$ cat src/rtl/sp_pkg.sv
package sp_pkg;
   typedef enum logic [1:0] {
      PREP_IDLE = 2'd0,
      PREP_LOAD = 2'd1,
      PREP_SKIP = 2'd2
   } prep_st_e;
endpackage

$ cat src/rtl/sp_line_store.sv
module sp_line_store #(
   parameter int PIX_W = 8,
   parameter int DEPTH = 32,
   parameter int AW    = 5
) (
   input  logic             clk,
   input  logic             rst_n,
   input  logic             wr_en,
   input  logic [AW-1:0]    wr_addr,
   input  logic [PIX_W-1:0] wr_data,
   input  logic             copy_en,
   input  logic [AW-1:0]    rd_idx,
   output logic [PIX_W-1:0] rd_data
);
   logic [DEPTH*PIX_W-1:0] scan_flat;

   for (genvar i = 0; i < DEPTH; i++) begin : g_ent
      logic [PIX_W-1:0] work_q;
      logic [PIX_W-1:0] scan_q;
      always_ff @(posedge clk or negedge rst_n) begin
         if (!rst_n) begin
            work_q <= '0;
            scan_q <= '0;
         end else begin
            if (wr_en && (wr_addr == AW'(i))) work_q <= wr_data;
            if (copy_en) scan_q <= work_q;
         end
      end
      assign scan_flat[i*PIX_W +: PIX_W] = scan_q;
   end

   assign rd_data = scan_flat[rd_idx*PIX_W +: PIX_W];


   scan_hold_chk: assert property (@(posedge clk) disable iff (!rst_n)
      !copy_en |=> $stable(scan_flat));
endmodule

$ cat src/rtl/sp_line_ctrl.sv
module sp_line_ctrl #(
   parameter int OFF_W     = 8,
   parameter int DLEN_W    = 8,
   parameter int STRETCH_W = 12,
   parameter int REPEAT_W  = 10,
   parameter int DEPTH     = 32,
   parameter int LEN_W     = 6
) (
   input  logic                 clk,
   input  logic                 rst_n,
   input  logic                 hblank_start,
   input  logic [OFF_W-1:0]     desc_offset,
   input  logic [DLEN_W-1:0]    desc_length,
   input  logic [STRETCH_W-1:0] desc_stretch,
   input  logic [REPEAT_W-1:0]  desc_repeat,
   output logic                 copy_en,
   output logic                 prep_go,
   output logic                 gen_req,
   output logic [OFF_W-1:0]     off_q,
   output logic [LEN_W-1:0]     len_q,
   output logic [STRETCH_W-1:0] stretch_q
);
   logic [REPEAT_W-1:0] rpt_q;
   logic [LEN_W-1:0]    len_clamped;

   assign copy_en     = hblank_start && (rpt_q == '0);
   assign len_clamped = (desc_length > DLEN_W'(DEPTH)) ? LEN_W'(DEPTH)
                                                        : LEN_W'(desc_length);

   always_ff @(posedge clk or negedge rst_n) begin
      if (!rst_n) begin
         rpt_q     <= '0;
         off_q     <= '0;
         len_q     <= '0;
         stretch_q <= '0;
         gen_req   <= 1'b0;
         prep_go   <= 1'b0;
      end else begin
         gen_req <= copy_en;
         prep_go <= hblank_start;
         if (copy_en) begin
            rpt_q     <= desc_repeat;
            off_q     <= desc_offset;
            len_q     <= len_clamped;
            stretch_q <= desc_stretch;
         end else if (hblank_start) begin
            rpt_q <= rpt_q - REPEAT_W'(1);
         end
      end
   end


   req_after_hblank_chk: assert property (@(posedge clk) disable iff (!rst_n)
      gen_req |-> $past(hblank_start));

   replay_no_req_chk: assert property (@(posedge clk) disable iff (!rst_n)
      (hblank_start && rpt_q != '0) |=> !gen_req);

   desc_hold_chk: assert property (@(posedge clk) disable iff (!rst_n)
      !hblank_start |=> ($stable(off_q) && $stable(len_q) && $stable(stretch_q)));
endmodule

$ cat src/rtl/sp_skip_prep.sv
module sp_skip_prep
   import sp_pkg::*;
#(
   parameter int PCLK_DIV  = 4,
   parameter int OFF_W     = 8,
   parameter int STRETCH_W = 12,
   parameter int SKIP_W    = 11,
   parameter int HOLD_W    = 13,
   parameter int CMP_W     = 13,
   parameter int IDX_W     = 13
) (
   input  logic                 clk,
   input  logic                 rst_n,
   input  logic                 go,
   input  logic [OFF_W-1:0]     off_q,
   input  logic [STRETCH_W-1:0] stretch_q,
   output logic [HOLD_W-1:0]    hold,
   output logic [IDX_W-1:0]     start_idx,
   output logic [HOLD_W-1:0]    start_phase,
   output logic [SKIP_W-1:0]    delay
);
   prep_st_e          st_q;
   logic [CMP_W-1:0]  skip_q;
   logic [SKIP_W-1:0] off_wide, mag, scaled;
   logic              neg;

   assign neg      = off_q[OFF_W-1];
   assign off_wide = {{(SKIP_W-OFF_W){off_q[OFF_W-1]}}, off_q};
   assign mag      = neg ? (~off_wide + SKIP_W'(1)) : off_wide;
   assign hold     = HOLD_W'(PCLK_DIV) + HOLD_W'(stretch_q);

   if ((PCLK_DIV & (PCLK_DIV - 1)) == 0) begin : g_scale_shift
      assign scaled = mag << $clog2(PCLK_DIV);
   end else begin : g_scale_mul
      assign scaled = mag * SKIP_W'(PCLK_DIV);
   end

   always_ff @(posedge clk or negedge rst_n) begin
      if (!rst_n) begin
         st_q      <= PREP_IDLE;
         skip_q    <= '0;
         start_idx <= '0;
         delay     <= '0;
      end else if (go) begin
         st_q <= PREP_LOAD;
      end else begin
         unique case (st_q)
            PREP_LOAD: begin
               skip_q    <= neg ? CMP_W'(scaled) : '0;
               delay     <= neg ? '0 : scaled;
               start_idx <= '0;
               st_q      <= PREP_SKIP;
            end
            PREP_SKIP: begin
               if (skip_q >= CMP_W'(hold)) begin
                  skip_q    <= skip_q - CMP_W'(hold);
                  start_idx <= start_idx + IDX_W'(1);
               end else begin
                  st_q <= PREP_IDLE;
               end
            end
            default: st_q <= PREP_IDLE;
         endcase
      end
   end

   assign start_phase = HOLD_W'(skip_q);


   phase_in_range_chk: assert property (@(posedge clk) disable iff (!rst_n)
      (st_q == PREP_IDLE) |-> (skip_q < CMP_W'(hold)));
endmodule

$ cat src/rtl/sp_pixel_seq.sv
module sp_pixel_seq #(
   parameter int PIX_W       = 8,
   parameter int DEPTH       = 32,
   parameter int AW          = 5,
   parameter int ACTIVE_CLKS = 160,
   parameter int CLK_W       = 8,
   parameter int SKIP_W      = 11,
   parameter int HOLD_W      = 13,
   parameter int IDX_W       = 13,
   parameter int LEN_W       = 6
) (
   input  logic              clk,
   input  logic              rst_n,
   input  logic              active_start,
   input  logic [HOLD_W-1:0] hold,
   input  logic [IDX_W-1:0]  start_idx,
   input  logic [HOLD_W-1:0] start_phase,
   input  logic [SKIP_W-1:0] delay,
   input  logic [LEN_W-1:0]  len_q,
   input  logic [PIX_W-1:0]  rd_data,
   output logic [AW-1:0]     rd_idx,
   output logic [PIX_W-1:0]  pix_out,
   output logic              de_out
);
   logic              active_q;
   logic [CLK_W-1:0]  left_q;
   logic [SKIP_W-1:0] dly_q;
   logic [IDX_W-1:0]  idx_q;
   logic [HOLD_W-1:0] phase_q;
   logic              in_span;
   logic [PIX_W-1:0]  pix_d;

   assign in_span = (dly_q == '0) && (idx_q < IDX_W'(len_q));
   assign rd_idx  = (idx_q < IDX_W'(DEPTH)) ? idx_q[AW-1:0] : '0;
   assign pix_d   = (active_q && in_span) ? rd_data : '0;

   always_ff @(posedge clk or negedge rst_n) begin
      if (!rst_n) begin
         active_q <= 1'b0;
         left_q   <= '0;
         dly_q    <= '0;
         idx_q    <= '0;
         phase_q  <= '0;
         pix_out  <= '0;
         de_out   <= 1'b0;
      end else begin
         pix_out <= pix_d;
         de_out  <= active_q;
         if (active_start) begin
            active_q <= 1'b1;
            left_q   <= CLK_W'(ACTIVE_CLKS);
            dly_q    <= delay;
            idx_q    <= start_idx;
            phase_q  <= start_phase;
         end else if (active_q) begin
            if (left_q == CLK_W'(1)) active_q <= 1'b0;
            left_q <= left_q - CLK_W'(1);
            if (dly_q != '0) begin
               dly_q <= dly_q - SKIP_W'(1);
            end else if (in_span) begin
               if (phase_q == hold - HOLD_W'(1)) begin
                  phase_q <= '0;
                  idx_q   <= idx_q + IDX_W'(1);
               end else begin
                  phase_q <= phase_q + HOLD_W'(1);
               end
            end
         end
      end
   end


   black_off_de_chk: assert property (@(posedge clk) disable iff (!rst_n)
      !de_out |-> (pix_out == '0));

   lead_black_chk: assert property (@(posedge clk) disable iff (!rst_n)
      (active_q && !active_start && dly_q != '0) |=> (pix_out == '0));

   de_start_chk: assert property (@(posedge clk) disable iff (!rst_n)
      $rose(de_out) |-> $past(active_start, 2));
endmodule

$ cat src/rtl/scanline_player.sv
module scanline_player #(
   parameter int PIX_W      = 8,
   parameter int LINE_PIX   = 32,
   parameter int ACTIVE_PIX = 40,
   parameter int PCLK_DIV   = 4,
   parameter int OFF_W      = 8,
   parameter int DLEN_W     = 8,
   parameter int STRETCH_W  = 12,
   parameter int REPEAT_W   = 10
) (
   input  logic                        clk,
   input  logic                        rst_n,
   input  logic                        wr_en,
   input  logic [$clog2(LINE_PIX)-1:0] wr_addr,
   input  logic [PIX_W-1:0]            wr_data,
   input  logic [OFF_W-1:0]            desc_offset,
   input  logic [DLEN_W-1:0]           desc_length,
   input  logic [STRETCH_W-1:0]        desc_stretch,
   input  logic [REPEAT_W-1:0]         desc_repeat,
   input  logic                        hblank_start,
   input  logic                        active_start,
   output logic [PIX_W-1:0]            pix_out,
   output logic                        de_out,
   output logic                        gen_req
);
   localparam int AW          = $clog2(LINE_PIX);
   localparam int LEN_W       = $clog2(LINE_PIX + 1);
   localparam int ACTIVE_CLKS = ACTIVE_PIX * PCLK_DIV;
   localparam int CLK_W       = $clog2(ACTIVE_CLKS + 1);
   localparam int SKIP_W      = OFF_W + $clog2(PCLK_DIV) + 1;
   localparam int HOLD_W      = STRETCH_W + 1;
   localparam int CMP_W       = (SKIP_W > HOLD_W) ? SKIP_W : HOLD_W;
   localparam int IDX_W       = (CMP_W > LEN_W + 1) ? CMP_W : LEN_W + 1;

   if (LINE_PIX < 2) begin : g_bad_depth
      initial $fatal(1, "LINE_PIX must be at least 2");
   end
   if (PCLK_DIV < 1) begin : g_bad_div
      initial $fatal(1, "PCLK_DIV must be at least 1");
   end
   if (DLEN_W < LEN_W) begin : g_bad_len
      initial $fatal(1, "DLEN_W too narrow for LINE_PIX");
   end
   if (OFF_W < 2) begin : g_bad_off
      initial $fatal(1, "OFF_W must be at least 2");
   end

   logic                 copy_en, prep_go;
   logic [OFF_W-1:0]     off_q;
   logic [LEN_W-1:0]     len_q;
   logic [STRETCH_W-1:0] stretch_q;
   logic [HOLD_W-1:0]    hold, start_phase;
   logic [IDX_W-1:0]     start_idx;
   logic [SKIP_W-1:0]    delay;
   logic [AW-1:0]        rd_idx;
   logic [PIX_W-1:0]     rd_data;

   sp_line_store #(.PIX_W(PIX_W), .DEPTH(LINE_PIX), .AW(AW)) u_store (
      .clk(clk), .rst_n(rst_n), .wr_en(wr_en), .wr_addr(wr_addr),
      .wr_data(wr_data), .copy_en(copy_en), .rd_idx(rd_idx), .rd_data(rd_data));

   sp_line_ctrl #(.OFF_W(OFF_W), .DLEN_W(DLEN_W), .STRETCH_W(STRETCH_W),
                  .REPEAT_W(REPEAT_W), .DEPTH(LINE_PIX), .LEN_W(LEN_W)) u_ctrl (
      .clk(clk), .rst_n(rst_n), .hblank_start(hblank_start),
      .desc_offset(desc_offset), .desc_length(desc_length),
      .desc_stretch(desc_stretch), .desc_repeat(desc_repeat),
      .copy_en(copy_en), .prep_go(prep_go), .gen_req(gen_req),
      .off_q(off_q), .len_q(len_q), .stretch_q(stretch_q));

   sp_skip_prep #(.PCLK_DIV(PCLK_DIV), .OFF_W(OFF_W), .STRETCH_W(STRETCH_W),
                  .SKIP_W(SKIP_W), .HOLD_W(HOLD_W), .CMP_W(CMP_W),
                  .IDX_W(IDX_W)) u_prep (
      .clk(clk), .rst_n(rst_n), .go(prep_go), .off_q(off_q),
      .stretch_q(stretch_q), .hold(hold), .start_idx(start_idx),
      .start_phase(start_phase), .delay(delay));

   sp_pixel_seq #(.PIX_W(PIX_W), .DEPTH(LINE_PIX), .AW(AW),
                  .ACTIVE_CLKS(ACTIVE_CLKS), .CLK_W(CLK_W), .SKIP_W(SKIP_W),
                  .HOLD_W(HOLD_W), .IDX_W(IDX_W), .LEN_W(LEN_W)) u_seq (
      .clk(clk), .rst_n(rst_n), .active_start(active_start), .hold(hold),
      .start_idx(start_idx), .start_phase(start_phase), .delay(delay),
      .len_q(len_q), .rd_data(rd_data), .rd_idx(rd_idx),
      .pix_out(pix_out), .de_out(de_out));
endmodule

$ cat config.mk
export PLATFORM = sky130hd
export DESIGN_NAME = scanline_player
export DESIGN_NICKNAME = d
export VERILOG_FILES = /design/src/rtl/sp_pkg.sv /design/src/rtl/sp_line_store.sv /design/src/rtl/sp_line_ctrl.sv /design/src/rtl/sp_skip_prep.sv /design/src/rtl/sp_pixel_seq.sv /design/src/rtl/scanline_player.sv
export SDC_FILE = /design/constraint.sdc
export NUM_CORES = 1
export LEC_CHECK = 0
export BUFFER_PORTS_ARGS = -buffer_cell sky130_fd_sc_hd__buf_4
export CORE_MARGIN = 4
export CORE_UTILIZATION = 55
export CTS_BUF_LIST = sky130_fd_sc_hd__clkbuf_4 sky130_fd_sc_hd__clkbuf_8
export DETAILED_ROUTE_END_ITERATION = 10
export PLACE_DENSITY = 0.75
export SETUP_SLACK_MARGIN = 0.4
export SYNTH_ARGS = -nofsm -noshare
export SYNTH_HDL_FRONTEND = slang
export SYNTH_SLANG_ARGS = --single-unit
export TNS_END_PERCENT = 30
$ cat constraint.sdc
create_clock -name clk -period 4.2 [get_ports clk]
set_clock_uncertainty 0.15 [all_clocks]
set_input_delay 0.84 -clock clk [delete_from_list [all_inputs] [get_ports clk]]
set_output_delay 0.84 -clock clk [all_outputs]
set_load 0.005 [all_outputs]
==> flow_summary.yaml <==
status:
  status: "complete, no violations"
cts:
  cts_root_buffer: "clkbuf_8"
  cts.clk_slew.worst_paths_ns: 0.06
  clkSinkCount: 642
  cts_buffers: 102
  htree_depth: 3
  cts_tree: "done"
  clock_insertion_delay_worst_skew_ns: 0.69
  cts_buffer_depth: 3
  postCtsHoldBufs: 0
worst_setup_path:
  rrSetupSlack_ns: 0.47
  critical-path-top-cell-by-count: "or4_1"
  reg2reg_depth: 9
  crit_path_cell_trace: "or4_1, or4_1, nor3_4, buf_12, clkbuf_16, mux4_2, a211oi_1, a211o_1, a21oi_1"
  worstPathArrival_ns: 4.11
  crit_fanout: 14
  path_delay_family: "simple AND/OR/NAND/NOR gates"
  start_kind: "flip-flop"
  rr_endpoint: "u_seq.pix_out[4]"
  cp_max_stage_delay_ns: 0.59
  timing.rr.start: "u_seq.idx_q[9]"
  critical_path_cell_count: 9
  required_ns: 4.58
  timing.critical_path.slowest_stage_cell: "or4_1"
  critPathKind: "reg2reg"
  cp.buffers_inverters: 2
  worstSetupEndpointType: "flip-flop"
finish:
  stdcell_count: 3605
  final_nets: 2930
  layout-drive-gt1-share: 0.218
  nFillCells: 4034
  synthToLayoutAreaGrowth_pct: 12.8
placement:
  numPlacedInstances: 3416
  post-dp-hpwl_mm: 44.9
  gp_routability_congestion: 0.854
  io_buffer_count: 65
pwr:
  power_frac_seq: 0.462
  power_switching_uw: 5570
  power_switching_share: 0.309
  max-vdd-ir-drop_mv: 0.414
  power.total_uw: 18100
  power.static_leakage_uw: 0.0160
  power_density_mw_per_mm2: 553
  internal_power_uw: 12500
  clock_power_share: 0.319
  combinationalPowerShare: 0.219
die:
  die-area_mm2: 0.0563
  dieHeight_um: 237
  std_cell_rows: 83
  chipWidth_um: 237
  start_util: 0.560
  number_of_primary_i_o_pins: 66
  floorplan.core_area_mm2: 0.0517
timing:
  max_freq_mhz: 268
  grt_setup_unrepaired: "yes"
  tightestPinTransition_ns: 1.06
  slew_viol_final: 0
  setup_viol: 0
  timing.setup.tns_ns: 0
  relSlewSlack: 0.291
  fin_crit_ns: 3.73
  fin_crit_sh: 0.888
  timing_hold_violations_final: 0
grt:
  total_grt_overflow: 0
  via_count_of_the_first_global_routing_pass: 21700
  antenna_violations_before_repair: 1
  grtUsageTotal: 0.256
  grt_max_degree: 165
  grt_pass1_wl_mm: 117
detailed_routing:
  vias: 21300
  final_antenna_net_count: 0
  remaining_drc_errors: 0
  first_pass_iters: 5
  routed_wl_mm: 72.6
  wire_per_inst_um: 20.1
  avg_vias_per_cell: 5.91
  initialDrtViolationCount: 1716
logic_synthesis:
  number_of_warning_messages_in_the_yosys_log: 0
  edff_count_synth: 0
  synthMostInstantiatedCell: "nand2_1"
  post_synth_main_area_contributors: "dfrtp_1, nand2_1, mux2_2, mux4_2, clkbuf_1"
  synth_area_per_cell_um2: 10.4
  post_synth_inst_count: 2792
  yosys.area.top_type: "dfrtp_1"
  synth_cell_type_count: 75
  synthesis.area_mm2: 0.0289
  list_of_most_frequent_post_synthesis_cells: "nand2_1, dfrtp_1, mux2_2"
  synth_async_sr_flop_share: 1.00
  synth-seq-cells: 642
  synth_ff_type: "dfrtp_1"
  post_synth_net_total: 2879
  ys_seq_area_frac: 0.555
  yosys.area.top_type_share: 0.555
worst_hold_path:
  timing.hold.worst.class: "in2async"
job:
  maxCapViolations: 0
==> cell families (layout without fill, tap and decap cells) <==
group | count (synthesis) | after routing | share of synthesized area
mux | 303 | 303 | 0.130
buf+inv | 217 | 348 | 0.0291
fa+ha+maj | 33 | 33 | 0.0144
other cells | 0 | 2 | 0
compound gates | 290 | 290 | 0.0709
flops | 642 | 642 | 0.555
xor+xnor | 57 | 57 | 0.0187
simple gates | 1250 | 1250 | 0.182
==> final cells by class <==
type / instances / area (µm²) / area share
multi-input combinational: 1933 / 12200 / 0.372
clock buffer: 173 / 2120 / 0.0651
tap: 680 / 851 / 0.0261
clock inverter: 11 / 136 / 0.00418
inverter: 43 / 169 / 0.00517
sequential: 642 / 16100 / 0.492
timing repair buffer: 121 / 1140 / 0.0348
antenna: 2 / 5.00 / 0.000153
==> power by group through the flow <==
stage                     clock, µW  combinational, µW  sequential, µW
final                          5770               3960            8340
after global routing           6160               4400            8480
after CTS                      5860               3890            8310
after detailed placement          0               3840            8410
after global placement            0               3720            8330
after floorplan                   0               2860            8060
==> routing by layer <==
layer,global-route usage,routed length (µm),up-vias
met5,0,0,-
met4,0.0867,2110,0
met3,0.0490,4960,143
met2,0.412,34700,742
met1,0.355,30800,10800
li1,-,-,9658
==> placed cells by master, fill, tap and decap left out, types with 9 or more instances in the layout <==
cell type | synthesis | routed
buf_4 | 2 | 103
xor2_1 | 19 | 18
nor2b_1 | 16 | 16
nand2_1 | 948 | 947
buf_12 | 0 | 14
o211ai_1 | 11 | 11
clkbuf_4 | 0 | 41
a21oi_1 | 46 | 44
inv_1 | 41 | 41
a22oi_1 | 13 | 13
nand3_1 | 43 | 43
o21ai_0 | 61 | 60
a211oi_1 | 10 | 9
or4_1 | 20 | 19
xnor2_1 | 35 | 35
dfrtp_1 | 642 | 640
o31ai_1 | 16 | 15
a221oi_1 | 58 | 58
nand4_1 | 14 | 14
mux2_2 | 265 | 265
nand2b_1 | 21 | 21
or3_1 | 13 | 13
mux4_2 | 32 | 32
nor3_1 | 60 | 56
nor2_1 | 58 | 57
nor4_1 | 12 | 10
and3_1 | 12 | 12
clkbuf_8 | 0 | 132
ha_1 | 30 | 29
==> state kept, by name, indices dropped and copies added, names as in the netlist, 2 cells and up <==
signal,cells
u_seq.pix_out,8
u_seq.phase_q,13
u_store.g_ent.work_q,256
u_seq.idx_q,13
u_prep.start_idx,13
u_seq.dly_q,11
u_prep.delay,9
u_ctrl.off_q,8
u_prep.st_q,2
u_ctrl.rpt_q,10
u_prep.start_phase,13
u_ctrl.stretch_q,12
u_seq.left_q,8
u_ctrl.len_q,6
u_store.g_ent.scan_q,256
==> worst max-delay path by stage <==
stage                              from                     to  slack [ns]
CTS                      u_seq.idx_q[9]       u_seq.pix_out[1]        0.37
global route        u_ctrl.stretch_q[6]    u_prep.start_idx[7]        0.36
global placement    u_ctrl.stretch_q[2]   u_prep.start_idx[11]        0.47
floorplan           u_ctrl.stretch_q[2]    u_prep.start_idx[0]        0.61
finish                   u_seq.idx_q[9]       u_seq.pix_out[4]        0.47
detailed placement  u_ctrl.stretch_q[2]  u_prep.start_phase[8]        0.38
==> timing repair <==
item,in CTS,in global routing
pin swaps,0,1
endpoints found under the setup margin,7,34
buffers inserted,0,1
cloned,1,1
resized for setup,3,13
==> through the flow <==
stage | util | setup slack [ns] | hold slack (ns) | area [µm²]
floorplan | - | 0.609 | 0.223 | 28900
global placement | 0.585 | 0.468 | 0.290 | 30200
detailed placement | 0.585 | 0.376 | 0.295 | 30200
CTS | 0.629 | 0.370 | 0.0800 | 32500
global route | 0.631 | 0.363 | 0.0881 | 32600
finish | 0.631 | 0.470 | 0.0682 | 32600
Power figures use the tool's default switching activity.
